File: src/rtl/mask_bitop_unit.sv
module mask_bitop_unit #(
  parameter int XLEN = 64
) (
  input  logic            clk,
  input  logic            rst,
  input  logic            in_valid,
  input  logic [XLEN-1:0] src_a,
  input  logic [XLEN-1:0] src_b,
  input  logic            b_is_zero,
  input  logic [4:0]      mode,
  input  logic            restore,
  output logic            out_valid,
  output logic [XLEN-1:0] result,
  output logic            illegal
);
  localparam logic [XLEN-1:0] ALL_ONES = '1;
  localparam logic [XLEN-1:0] UNIT     = XLEN'(1);

  logic [XLEN-1:0] mask, term_a, term_b, joined, merged;
  logic            bad_op;

  assign mask   = b_is_zero ? ALL_ONES : src_b;
  assign term_a = (mode[0] ? ~src_a : src_a) & mask;

  always_comb begin
    case (mode[2:1])
      2'd0:    term_b = ~src_a + UNIT;
      2'd1:    term_b = src_a - UNIT;
      2'd2:    term_b = src_a + UNIT;
      default: term_b = ~(src_a + UNIT);
    endcase
  end

  always_comb begin
    case (mode[4:3])
      2'd0:    joined = term_a | (term_b & mask);
      2'd1:    joined = term_a & (term_b & mask);
      2'd2:    joined = term_a ^ (term_b & mask);
      default: joined = '0;
    endcase
  end

  assign bad_op = &mode[4:3];
  assign merged = bad_op ? '0 : ((joined & mask) | (restore ? (src_a & ~mask) : '0));

  always_ff @(posedge clk) begin
    if (rst) begin
      out_valid <= 1'b0;
      result    <= '0;
      illegal   <= 1'b0;
    end else begin
      out_valid <= in_valid;
      if (in_valid) begin
        result  <= merged;
        illegal <= bad_op;
      end
    end
  end
endmodule

File: config.mk
export PLATFORM = sky130hd
export DESIGN_NAME = mask_bitop_unit
export DESIGN_NICKNAME = d
export VERILOG_FILES = /design/src/rtl/mask_bitop_unit.sv
export SDC_FILE = /design/constraint.sdc
export NUM_CORES = 1
export LEC_CHECK = 0
export BUFFER_PORTS_ARGS = -buffer_cell sky130_fd_sc_hd__clkbuf_2
export CAP_MARGIN = 20
export CORE_UTILIZATION = 25
export DETAILED_ROUTE_END_ITERATION = 8
export GPL_ROUTABILITY_DRIVEN = 0
export PLACE_DENSITY = 0.4
export SLEW_MARGIN = 15
export SYNTH_ARGS = -nofsm -noshare
export SYNTH_HDL_FRONTEND = slang
export SYNTH_SLANG_ARGS = --single-unit
File: constraint.sdc
create_clock -name clk -period 9.4 [get_ports clk]
set_input_delay 1.41 -clock clk [delete_from_list [all_inputs] [get_ports clk]]
set_output_delay 1.41 -clock clk [all_outputs]
set_load 0.01 [all_outputs]
==> results of run 1 <==
layer usage:
layer,track usage (%),vias up
li1,-,6065
met1,24.83,5664
met2,30.55,249
met3,2.803,41
met4,5.869,2
met5,0,-
power groups by stage:
stage / registers (mW) / logic [mW] / clock network (mW)
detailed placement: 0.309 / 0.602 / 0
global placement: 0.309 / 0.587 / 0
finish: 0.303 / 0.597 / 0.348
floorplan: 0.315 / 0.429 / 0
CTS: 0.303 / 0.606 / 0.366
global route: 0.305 / 0.681 / 0.373
through the flow:
| step | hold WS [ns] | instances | setup WS, ns |
|---|---|---|---|
| global route | 0.5050 | 2410 | 4.144 |
| global placement | 0.4646 | 2394 | 3.938 |
| finish | 0.4888 | 2410 | 4.290 |
| CTS | 0.4915 | 2410 | 4.371 |
| detailed placement | 0.4790 | 2395 | 3.947 |
| floorplan | 0.4953 | 1722 | 4.956 |
sequential cells by signal (all words and copies together), names as in the netlist:
signal,flops
result,64
out_valid,1
illegal,1
cell type report:
type,count,area [um^2],share of cell area [%]
Clock buffer,12,256.5,1.935
Timing Repair Buffer,220,1174,8.852
Tap cell,600,750.7,5.662
Clock inverter,3,15.01,0.1132
Sequential cell,66,1321,9.965
Inverter,85,319.1,2.406
Multi-Input combinational cell,1424,9423,71.07
cells by family after synthesis:
| logic type | Yosys count |
|---|---|
| compound gates | 381 |
| xor+xnor | 172 |
| fa+ha+maj | 130 |
| buf+inv | 232 |
| flops | 66 |
| simple gates | 741 |
layout by cell type, fill, tap and decap left out, types with 3 or more instances in the layout:
| master | instances |
|---|---|
| nand3_1 | 91 |
| ha_1 | 130 |
| or4_4 | 3 |
| nor2b_1 | 219 |
| or2_2 | 10 |
| or2_1 | 11 |
| nor3_1 | 49 |
| o31ai_1 | 3 |
| a2bb2oi_1 | 40 |
| a21oi_1 | 148 |
| o31a_1 | 4 |
| and4_1 | 4 |
| dfxtp_1 | 66 |
| a22oi_1 | 10 |
| and2_1 | 4 |
| o21ai_0 | 126 |
| o22ai_1 | 3 |
| a41oi_1 | 5 |
| a31oi_1 | 7 |
| nand4_1 | 28 |
| clkbuf_16 | 9 |
| and3_1 | 6 |
| buf_4 | 20 |
| or4_1 | 8 |
| nor2_1 | 214 |
| xor2_1 | 94 |
| nand2_1 | 29 |
| clkbuf_2 | 199 |
| clkinv_2 | 3 |
| o221a_2 | 8 |
| and4b_1 | 11 |
| inv_1 | 85 |
| a211oi_1 | 10 |
| nor4_1 | 27 |
| nor4_2 | 3 |
| nand4b_1 | 3 |
| or3_1 | 10 |
| xnor2_1 | 78 |
| o21a_1 | 3 |
worst paths after layout:
path / cells past startpoint / from / slack (ns) / end
max: 13 / src_a[10] / 4.29 / result[61]$_SDFFE_PP0P_
min: 2 / illegal$_SDFFE_PP0P_ / 0.49 / illegal$_SDFFE_PP0P_
max reg2reg: 3 / result[49]$_SDFFE_PP0P_ / 8.58 / result[49]$_SDFFE_PP0P_
min reg2reg: 2 / illegal$_SDFFE_PP0P_ / 0.49 / illegal$_SDFFE_PP0P_
critical path, delay by kind of cell:
family,cells,cell delay (ns)
AO/OA/AOI/OAI,4,0.56
adder cells (fa/ha/maj),1,0.18
buffers and inverters,1,0.15
AND/OR/NAND/NOR,7,3.04
==> flow_summary_export.csv, run 1 <==
group,metric,value,unit
status,status,"finished clean",
timing,finalHoldViolations,0,
power,p_leak,5.569,nW
placed_design,dpl_cell_area,0.01299,mm^2
setup_path,max_stage_delay,0.96,ns
drt,drc,0,
drt,first_pass_iters,5,
layout,nets,2074,
drt,routed-wl-met2,20.29,mm
yosys,synth_flop_cell,"dfxtp_1",
setup_path,crit_type,"input port to flop",
clocking,clkSlewWorstSetupHoldPaths,0.07,ns
drt,vias,12021,
power,p_per_area,94.16,mW/mm^2
clocking,post_cts_buffers,0,
timing,worst_slew_pin_slew,1.100,ns
power,switchingPower,0.5128,mW
yosys,synth_compound_area_share,19.56,%
clocking,ctsResizeCount,0,
layout,n_antenna_cell,0,
yosys,synth_edf_count,0,
power,pwr-share-seq,24.3,%
setup_path,path_cells,"clkbuf_2, nor4_1, and3_1, nand4_1, or4_1, and4b_1, or2_1, ha_1, a21oi_1, a2bb2oi_1, o21ai_0, a21oi_1, nor2_1",
placed_design,port_buffers,203,
yosys,synth_seq_cells,66,
layout,drive_above_1_share,14.81,%
clocking,clock_latency,0.39,ns
setup_path,crit_fanout,8,
layout,syn2layout_area_growth,14.09,%
drt,avgViaCountPerCell,4.988,
clocking,cts_buffers,9,
drt,wl_per_cell,18.37,um
yosys,synth_fa_ha_area_share,14.00,%
yosys,synth.area.top_cells,"ha_1, nor2b_1, dfxtp_1",
die,die_w,217.6,um
timing,min_period,5.110,ns
timing,maxSlewViolCount,0,
yosys,yosysTopAreaCell,"ha_1",
yosys,yosys.area_share.simple,34.40,%
grt,grt_util_all_layers,18.62,%
setup_path,cp_slowest_cell,"nor4_1",
clocking,cts_tree,"done",
clocking,htree_levels,3,
drt,wl_met1,21.33,mm
timing,setup_violations,0,
timing,relSlewSlack,25.99,%
die,start_util,25.50,%
die,core_area,0.04558,mm^2
yosys,synth_top_family_by_area,"simple AND/OR/NAND/NOR gates",
yosys,async_flop_share,0,%
power,p_int,0.7357,mW
drt,drt_wl_total,44.26,mm
clocking,ctsHoldBuffers,0,
yosys,synth_area,0.01162,mm^2
die,die_h,217.6,um
clocking,cts_root_buf,"clkbuf_16",
placed_design,hpwlAfterDp,31.05,mm
drt,drtAntennaViolNets,0,
drt,routed-wl-met3,1.886,mm
layout,finish.utilization,29.09,%
setup_path,cp.arrival,5.36,ns
timing,fin_tns_setup,0,ns
die,die_area,0.04735,mm^2
layout,design_area,0.01326,mm^2
setup_path,end_kind,"flop",
clocking,cts_num_sinks,66,
power,ir_worst_vdd,0.00006372,V
setup_path,crit_top_cell,"a21oi_1",
yosys,synth.top_cell.area_share,14.00,%
grt,grt_pass1_vias,11464,
flow_run,max-cap-violations,0,
grt,grt_pass1_wl,67.80,mm
yosys,syn_inst,1722,
min_path,hp-class,"flop to flop",
grt,grt_max_degree,84,
yosys,yosys-mux-area-fraction,0,%
power,clkPwrFrac,27.9,%
yosys,ys_seq_area_share,11.37,%
timing,post-route-period-util,54.37,%
yosys,synth_most_common_cell,"nor2b_1",
yosys,synth_area_per_cell,6.749,um^2
layout,n_fill_cell,5076,
drt,dr.first_iter.drc_count,669,
power,power.total,1.249,mW
yosys,synth-xor-area-share,12.96,%
yosys,syn_nets,1990,
power,combPwrFrac,47.9,%
timing,fmax,195.7,MHz
yosys,synth_common_cells,"nor2b_1, nor2_1, a21oi_1, ha_1, o21ai_0",
yosys,synth_warnings,0,
setup_path,cp.required,9.65,ns
clocking,cts_buffer_depth,2,
power,swShare,41.07,%
timing,fin_skew,0,ns
die,rows,78,
setup_path,worstSetupStartpointType,"input port",
grt,gr-total-overflow,0,
grt,antenna_found_initial,1,
timing,rsz0062_at_grt,"no",
yosys,netlist-cell-type-count,59,
die,io_pins,204,
drt,top_layer_used,"met5",
Power figures use the tool's default switching activity.
==> inputs of run 2 (changes only) <==
- clock period: 9.4 -> 5.1 ns (I/O delays scaled with it)
==> flow_summary_export.csv, run 2 (synthesized netlist as in run 1, its figures left out) <==
group,metric,value,unit
power,p_int,1.434,mW
status,status,"finished clean",
clocking,clkSlewWorstSetupHoldPaths,0.07,ns
setup_path,end_kind,"flop",
die,core_area,0.04558,mm^2
setup_path,crit_type,"input port to flop",
layout,design_area,0.01339,mm^2
layout,largest_register_ffs,64,
flow_run,max-cap-violations,0,
setup_path,crit_fanout,8,
layout,top_regs,"result: 64 flops, illegal: 1 flops, out_valid: 1 flops",
setup_path,cp.arrival,4.51,ns
die,io_pins,204,
drt,first_pass_iters,5,
drt,vias,12014,
power,switchingPower,0.9643,mW
clocking,cts_root_buf,"clkbuf_16",
drt,drt_wl_total,43.85,mm
timing,post-route-period-util,83.42,%
grt,grt_pass1_wl,68.12,mm
timing,relSlewSlack,31.26,%
timing,rsz0062_at_grt,"no",
timing,min_period,4.254,ns
drt,avgViaCountPerCell,4.958,
drt,dr.first_iter.drc_count,568,
layout,nets,2086,
layout,top_register,"result",
power,swShare,40.21,%
clocking,cts_buffer_depth,2,
clocking,post_cts_buffers,0,
setup_path,worstSetupStartpointType,"input port",
layout,n_fill_cell,5046,
placed_design,dpl_cell_area,0.01307,mm^2
timing,worst_slew_pin_slew,1.031,ns
grt,antenna_found_initial,3,
clocking,clock_latency,0.39,ns
power,ir_worst_vdd,0.0001260,V
placed_design,pre_cts_ws,0.4124,ns
layout,n_antenna_cell,0,
drt,drc,0,
timing,finalHoldViolations,0,
layout,finish.utilization,29.38,%
clocking,cts_buffers,9,
grt,grt_util_all_layers,18.62,%
layout,drive_above_1_share,15.47,%
timing,setup_violations,0,
clocking,ctsHoldBuffers,0,
clocking,cts_tree,"done",
drt,drtAntennaViolNets,0,
clocking,ctsResizeCount,0,
timing,fin_ws,0.8457,ns
power,p_leak,5.642,nW
die,die_h,217.6,um
die,rows,78,
grt,grt_max_degree,69,
power,clkPwrFrac,30.9,%
drt,wl_per_cell,18.10,um
power,pwr-share-seq,23.3,%
die,die_area,0.04735,mm^2
timing,fmax,235.1,MHz
clocking,htree_levels,3,
grt,grt_pass1_vias,11615,
layout,layout_commonest_cell,"nor2b_1",
timing,fin_tns_setup,0,ns
placed_design,hpwlAfterDp,30.94,mm
layout,syn2layout_area_growth,15.21,%
clocking,cts_num_sinks,66,
setup_path,cp.required,5.36,ns
power,combPwrFrac,45.8,%
timing,maxSlewViolCount,0,
die,die_w,217.6,um
timing,whs,0.4842,ns
die,start_util,25.50,%
timing,fin_skew,0,ns
min_path,hp-class,"flop to flop",
placed_design,port_buffers,203,
grt,gr-total-overflow,0,
layout,mostFrequentLayoutCells,"nor2b_1, nor2_1, clkbuf_2",
power,p_per_area,179.1,mW/mm^2
==> run 2: cell type report <==
| cell class | count | area (um^2) | share of cell area, % |
|---|---|---|---|
| clock inverters | 7 | 93.84 | 0.7009 |
| clock buffers | 9 | 225.2 | 1.682 |
| multi-input cells | 1424 | 9423 | 70.38 |
| flip-flops and latches | 66 | 1321 | 9.868 |
| inverters | 85 | 319.1 | 2.383 |
| repair buffers | 232 | 1256 | 9.382 |
| well taps | 600 | 750.7 | 5.607 |
==> run 2: critical path, cell delays in order <==
cell and delay [ns]:
clkbuf_2 0.15, inv_1 0.12, ha_1 0.21, nor4b_1 0.48, buf_4 0.22, and4_1 0.32
nand2_1 0.38, or4_1 0.65, and4b_1 0.23, or2_1 0.21, ha_1 0.18, a21oi_1 0.12
a2bb2oi_1 0.17, o21ai_0 0.09, a21oi_1 0.16, nor2_1 0.05
==> run 2: final timing paths <==
| path | start | to | slack [ns] | depth (start not counted) |
|---|---|---|---|---|
| setup / recovery | src_a[0] | result[54]$_SDFFE_PP0P_ | 0.85 | 16 |
| hold reg to reg | illegal$_SDFFE_PP0P_ | illegal$_SDFFE_PP0P_ | 0.48 | 2 |
| setup reg to reg | result[63]$_SDFFE_PP0P_ | result[63]$_SDFFE_PP0P_ | 4.23 | 3 |
| hold / removal | illegal$_SDFFE_PP0P_ | illegal$_SDFFE_PP0P_ | 0.48 | 2 |
==> run 2: metrics by stage <==
stage	std cells	power [mW]
CTS	2423	2.461
finish	2423	2.398
detailed placement	2407	1.677
floorplan	1722	1.372
global route	2423	2.624
global placement	2407	1.656
==> run 2: power groups by stage <==
stage,Sequential (mW),Combinational [mW],Clock (mW)
after floorplan,0.581,0.791,0
after global placement,0.569,1.09,0
after detailed placement,0.569,1.11,0
after CTS,0.558,1.12,0.787
after global routing,0.561,1.26,0.806
final,0.558,1.10,0.741
==> run 2: routing by layer <==
metal / vias up / global-route usage [%] / wire length [um]
met1: 5688 / 24.32 / 21270
met2: 195 / 31.55 / 20510
met4: 6 / 3.873 / 462
met5: - / 0 / 38
met3: 34 / 3.501 / 1571
li1: 6091 / - / -
==> inputs of run 3 (changes only) <==
- clock period: 5.1 -> 4.1 ns (I/O delays scaled with it)
==> flow_summary_export.csv, run 3 (synthesized netlist as in run 1, its figures left out) <==
group,metric,value,unit
grt,antenna_found_initial,3,
setup_path,cp.required,4.42,ns
setup_path,cp.arrival,3.96,ns
layout,top_regs,"result: 64 flops, illegal: 1 flops, out_valid: 1 flops",
status,status,"finished clean",
timing,fmax,274.2,MHz
grt,grt_util_all_layers,19.45,%
power,p_leak,5.936,nW
timing,relSlewSlack,46.12,%
clocking,ctsResizeCount,0,
clocking,clock_latency,0.39,ns
setup_path,max_stage_delay,0.45,ns
min_path,hold_end,"illegal$_SDFFE_PP0P_",
min_path,hold_path_depth,2,
power,ir_worst_vdd,0.0001519,V
layout,nets,2150,
setup_path,crit_top_cell,"a21oi_1",
die,die_w,217.6,um
die,core_area,0.04558,mm^2
drt,first_pass_iters,5,
clocking,clkSlewWorstSetupHoldPaths,0.06,ns
min_path,worstHoldStart,"illegal$_SDFFE_PP0P_",
placed_design,dp.cells,2471,
drt,drt_wl_total,45.71,mm
setup_path,crit_type,"input port to flop",
layout,largest_register_ffs,64,
setup_path,rrSetupSlack,3.29,ns
setup_path,cp_slowest_cell,"nor4b_1",
clocking,ctsHoldBuffers,0,
min_path,hp-class,"flop to flop",
timing,worst_slew_pin_slew,0.8082,ns
layout,design_area,0.01384,mm^2
grt,gr-total-overflow,0,
drt,avgViaCountPerCell,4.939,
timing,maxSlewViolCount,0,
timing,post-route-period-util,88.93,%
setup_path,crit_fanout,7,
layout,syn2layout_area_growth,19.08,%
die,start_util,25.50,%
layout,layout_commonest_cell,"nor2b_1",
layout,n_fill_cell,5021,
die,rows,78,
grt,grt_max_degree,68,
die,die_h,217.6,um
clocking,htree_levels,3,
setup_path,r2r-start,"result[62]$_SDFFE_PP0P_",
clocking,cts_buffers,9,
setup_path,r2r-end,"result[62]$_SDFFE_PP0P_",
drt,wl_per_cell,18.39,um
drt,drtAntennaViolNets,0,
timing,fin_skew,0,ns
placed_design,port_buffers,203,
flow_run,max-cap-violations,0,
die,io_pins,204,
clocking,cts_root_buf,"clkbuf_16",
drt,drc,0,
power,p_per_area,209.1,mW/mm^2
clocking,cts_num_sinks,66,
grt,grt_pass1_wl,70.48,mm
setup_path,path_cells,"clkbuf_2, inv_1, ha_1, nor4b_1, buf_4, nand4_1, nor2_1, buf_4, a21oi_1, xnor2_1, o21ai_0, ha_1, nor2b_1, nor3_1, a21oi_1, o21ai_0, a21oi_1, nor2_1",
layout,top_register,"result",
grt,grt_pass1_vias,12028,
layout,drive_above_1_share,18.10,%
die,die_area,0.04735,mm^2
placed_design,dpl_cell_area,0.01358,mm^2
setup_path,end_kind,"flop",
clocking,cts_buffer_depth,2,
timing,min_period,3.646,ns
drt,vias,12273,
timing,setup_violations,0,
setup_path,r2r.worst_path.cells,3,
clocking,cts_tree,"done",
setup_path,worstSetupStartpointType,"input port",
placed_design,hpwlAfterDp,34.04,mm
timing,whs,0.4787,ns
layout,fin_cells,2485,
timing,finalHoldViolations,0,
timing,rsz0062_at_grt,"no",
clocking,post_cts_buffers,0,
layout,mostFrequentLayoutCells,"nor2b_1, nor2_1, clkbuf_2",
drt,dr.first_iter.drc_count,641,
==> run 3: cell count changes in the layout (fill, tap and decap cells not counted), sizes merged <==
cell,change
buf,+64
clkinvlp,-2
bufinv,-2
diode,+1
clkbuf,+4
clkinv,-3
==> run 3: worst max-delay path by stage <==
stage | from | endpoint | slack [ns]
2_1_floorplan | src_a[54] | result[62]$_SDFFE_PP0P_ | 0.45
3_3_place_gp | src_a[0] | result[54]$_SDFFE_PP0P_ | 0.006
3_5_place_dp | src_a[0] | result[54]$_SDFFE_PP0P_ | -0.05
4_1_cts | src_a[0] | result[54]$_SDFFE_PP0P_ | 0.36
5_1_grt | src_a[0] | result[24]$_SDFFE_PP0P_ | 0.05
6_report | src_a[0] | result[30]$_SDFFE_PP0P_ | 0.45
==> run 3: area by class of cell <==
cell class / count / area, um^2 / area share, %
diodes: 1 / 2.502 / 0.01808
well taps: 600 / 750.7 / 5.425
repair buffers: 296 / 1762 / 12.73
flip-flops and latches: 66 / 1321 / 9.548
inverters: 85 / 319.1 / 2.306
multi-input cells: 1424 / 9423 / 68.09
clock buffers: 13 / 260.3 / 1.881
==> run 3: stage by stage <==
step | power [mW] | setup TNS, ns | utilization, % | worst slack (ns)
floorplan | 1.707 | 0 | - | 0.4507
global placement | 2.095 | 0 | 29.79 | 0.006128
detailed placement | 2.127 | -0.09336 | 29.79 | -0.05466
CTS | 2.958 | 0 | 30.36 | 0.3618
global route | 3.155 | 0 | 30.36 | 0.04963
finish | 2.893 | 0 | 30.36 | 0.4537
==> run 3: routing by layer <==
| metal | global-route usage, % | part of all wire [%] | up-vias | routed length, um |
|---|---|---|---|---|
| li1 | - | - | 6212 | - |
| met1 | 25.51 | 49 | 5810 | 22180 |
| met2 | 32.62 | 46 | 211 | 21160 |
| met3 | 2.720 | 3.3 | 36 | 1529 |
| met4 | 6.080 | 1.8 | 4 | 807 |
| met5 | 0 | 0.059 | - | 27 |
==> run 3: where the power goes <==
part / switching [mW] / total, mW / internal [mW] / leakage, nW
logic: 0.808 / 1.41 / 0.603 / 5.27
clock network: 0.357 / 0.789 / 0.433 / 0.128
registers: 0.0164 / 0.694 / 0.677 / 0.538
total: 1.18 / 2.89 / 1.71 / 5.94
==> run 3: worst max-delay path: cells and delay by family <==
family | cells | cell delay [ns]
AND/OR/NAND/NOR | 6 | 1.47
buffers and inverters | 4 | 0.67
AO/OA/AOI/OAI | 5 | 0.62
adder cells (fa/ha/maj) | 2 | 0.41
XOR/XNOR | 1 | 0.18
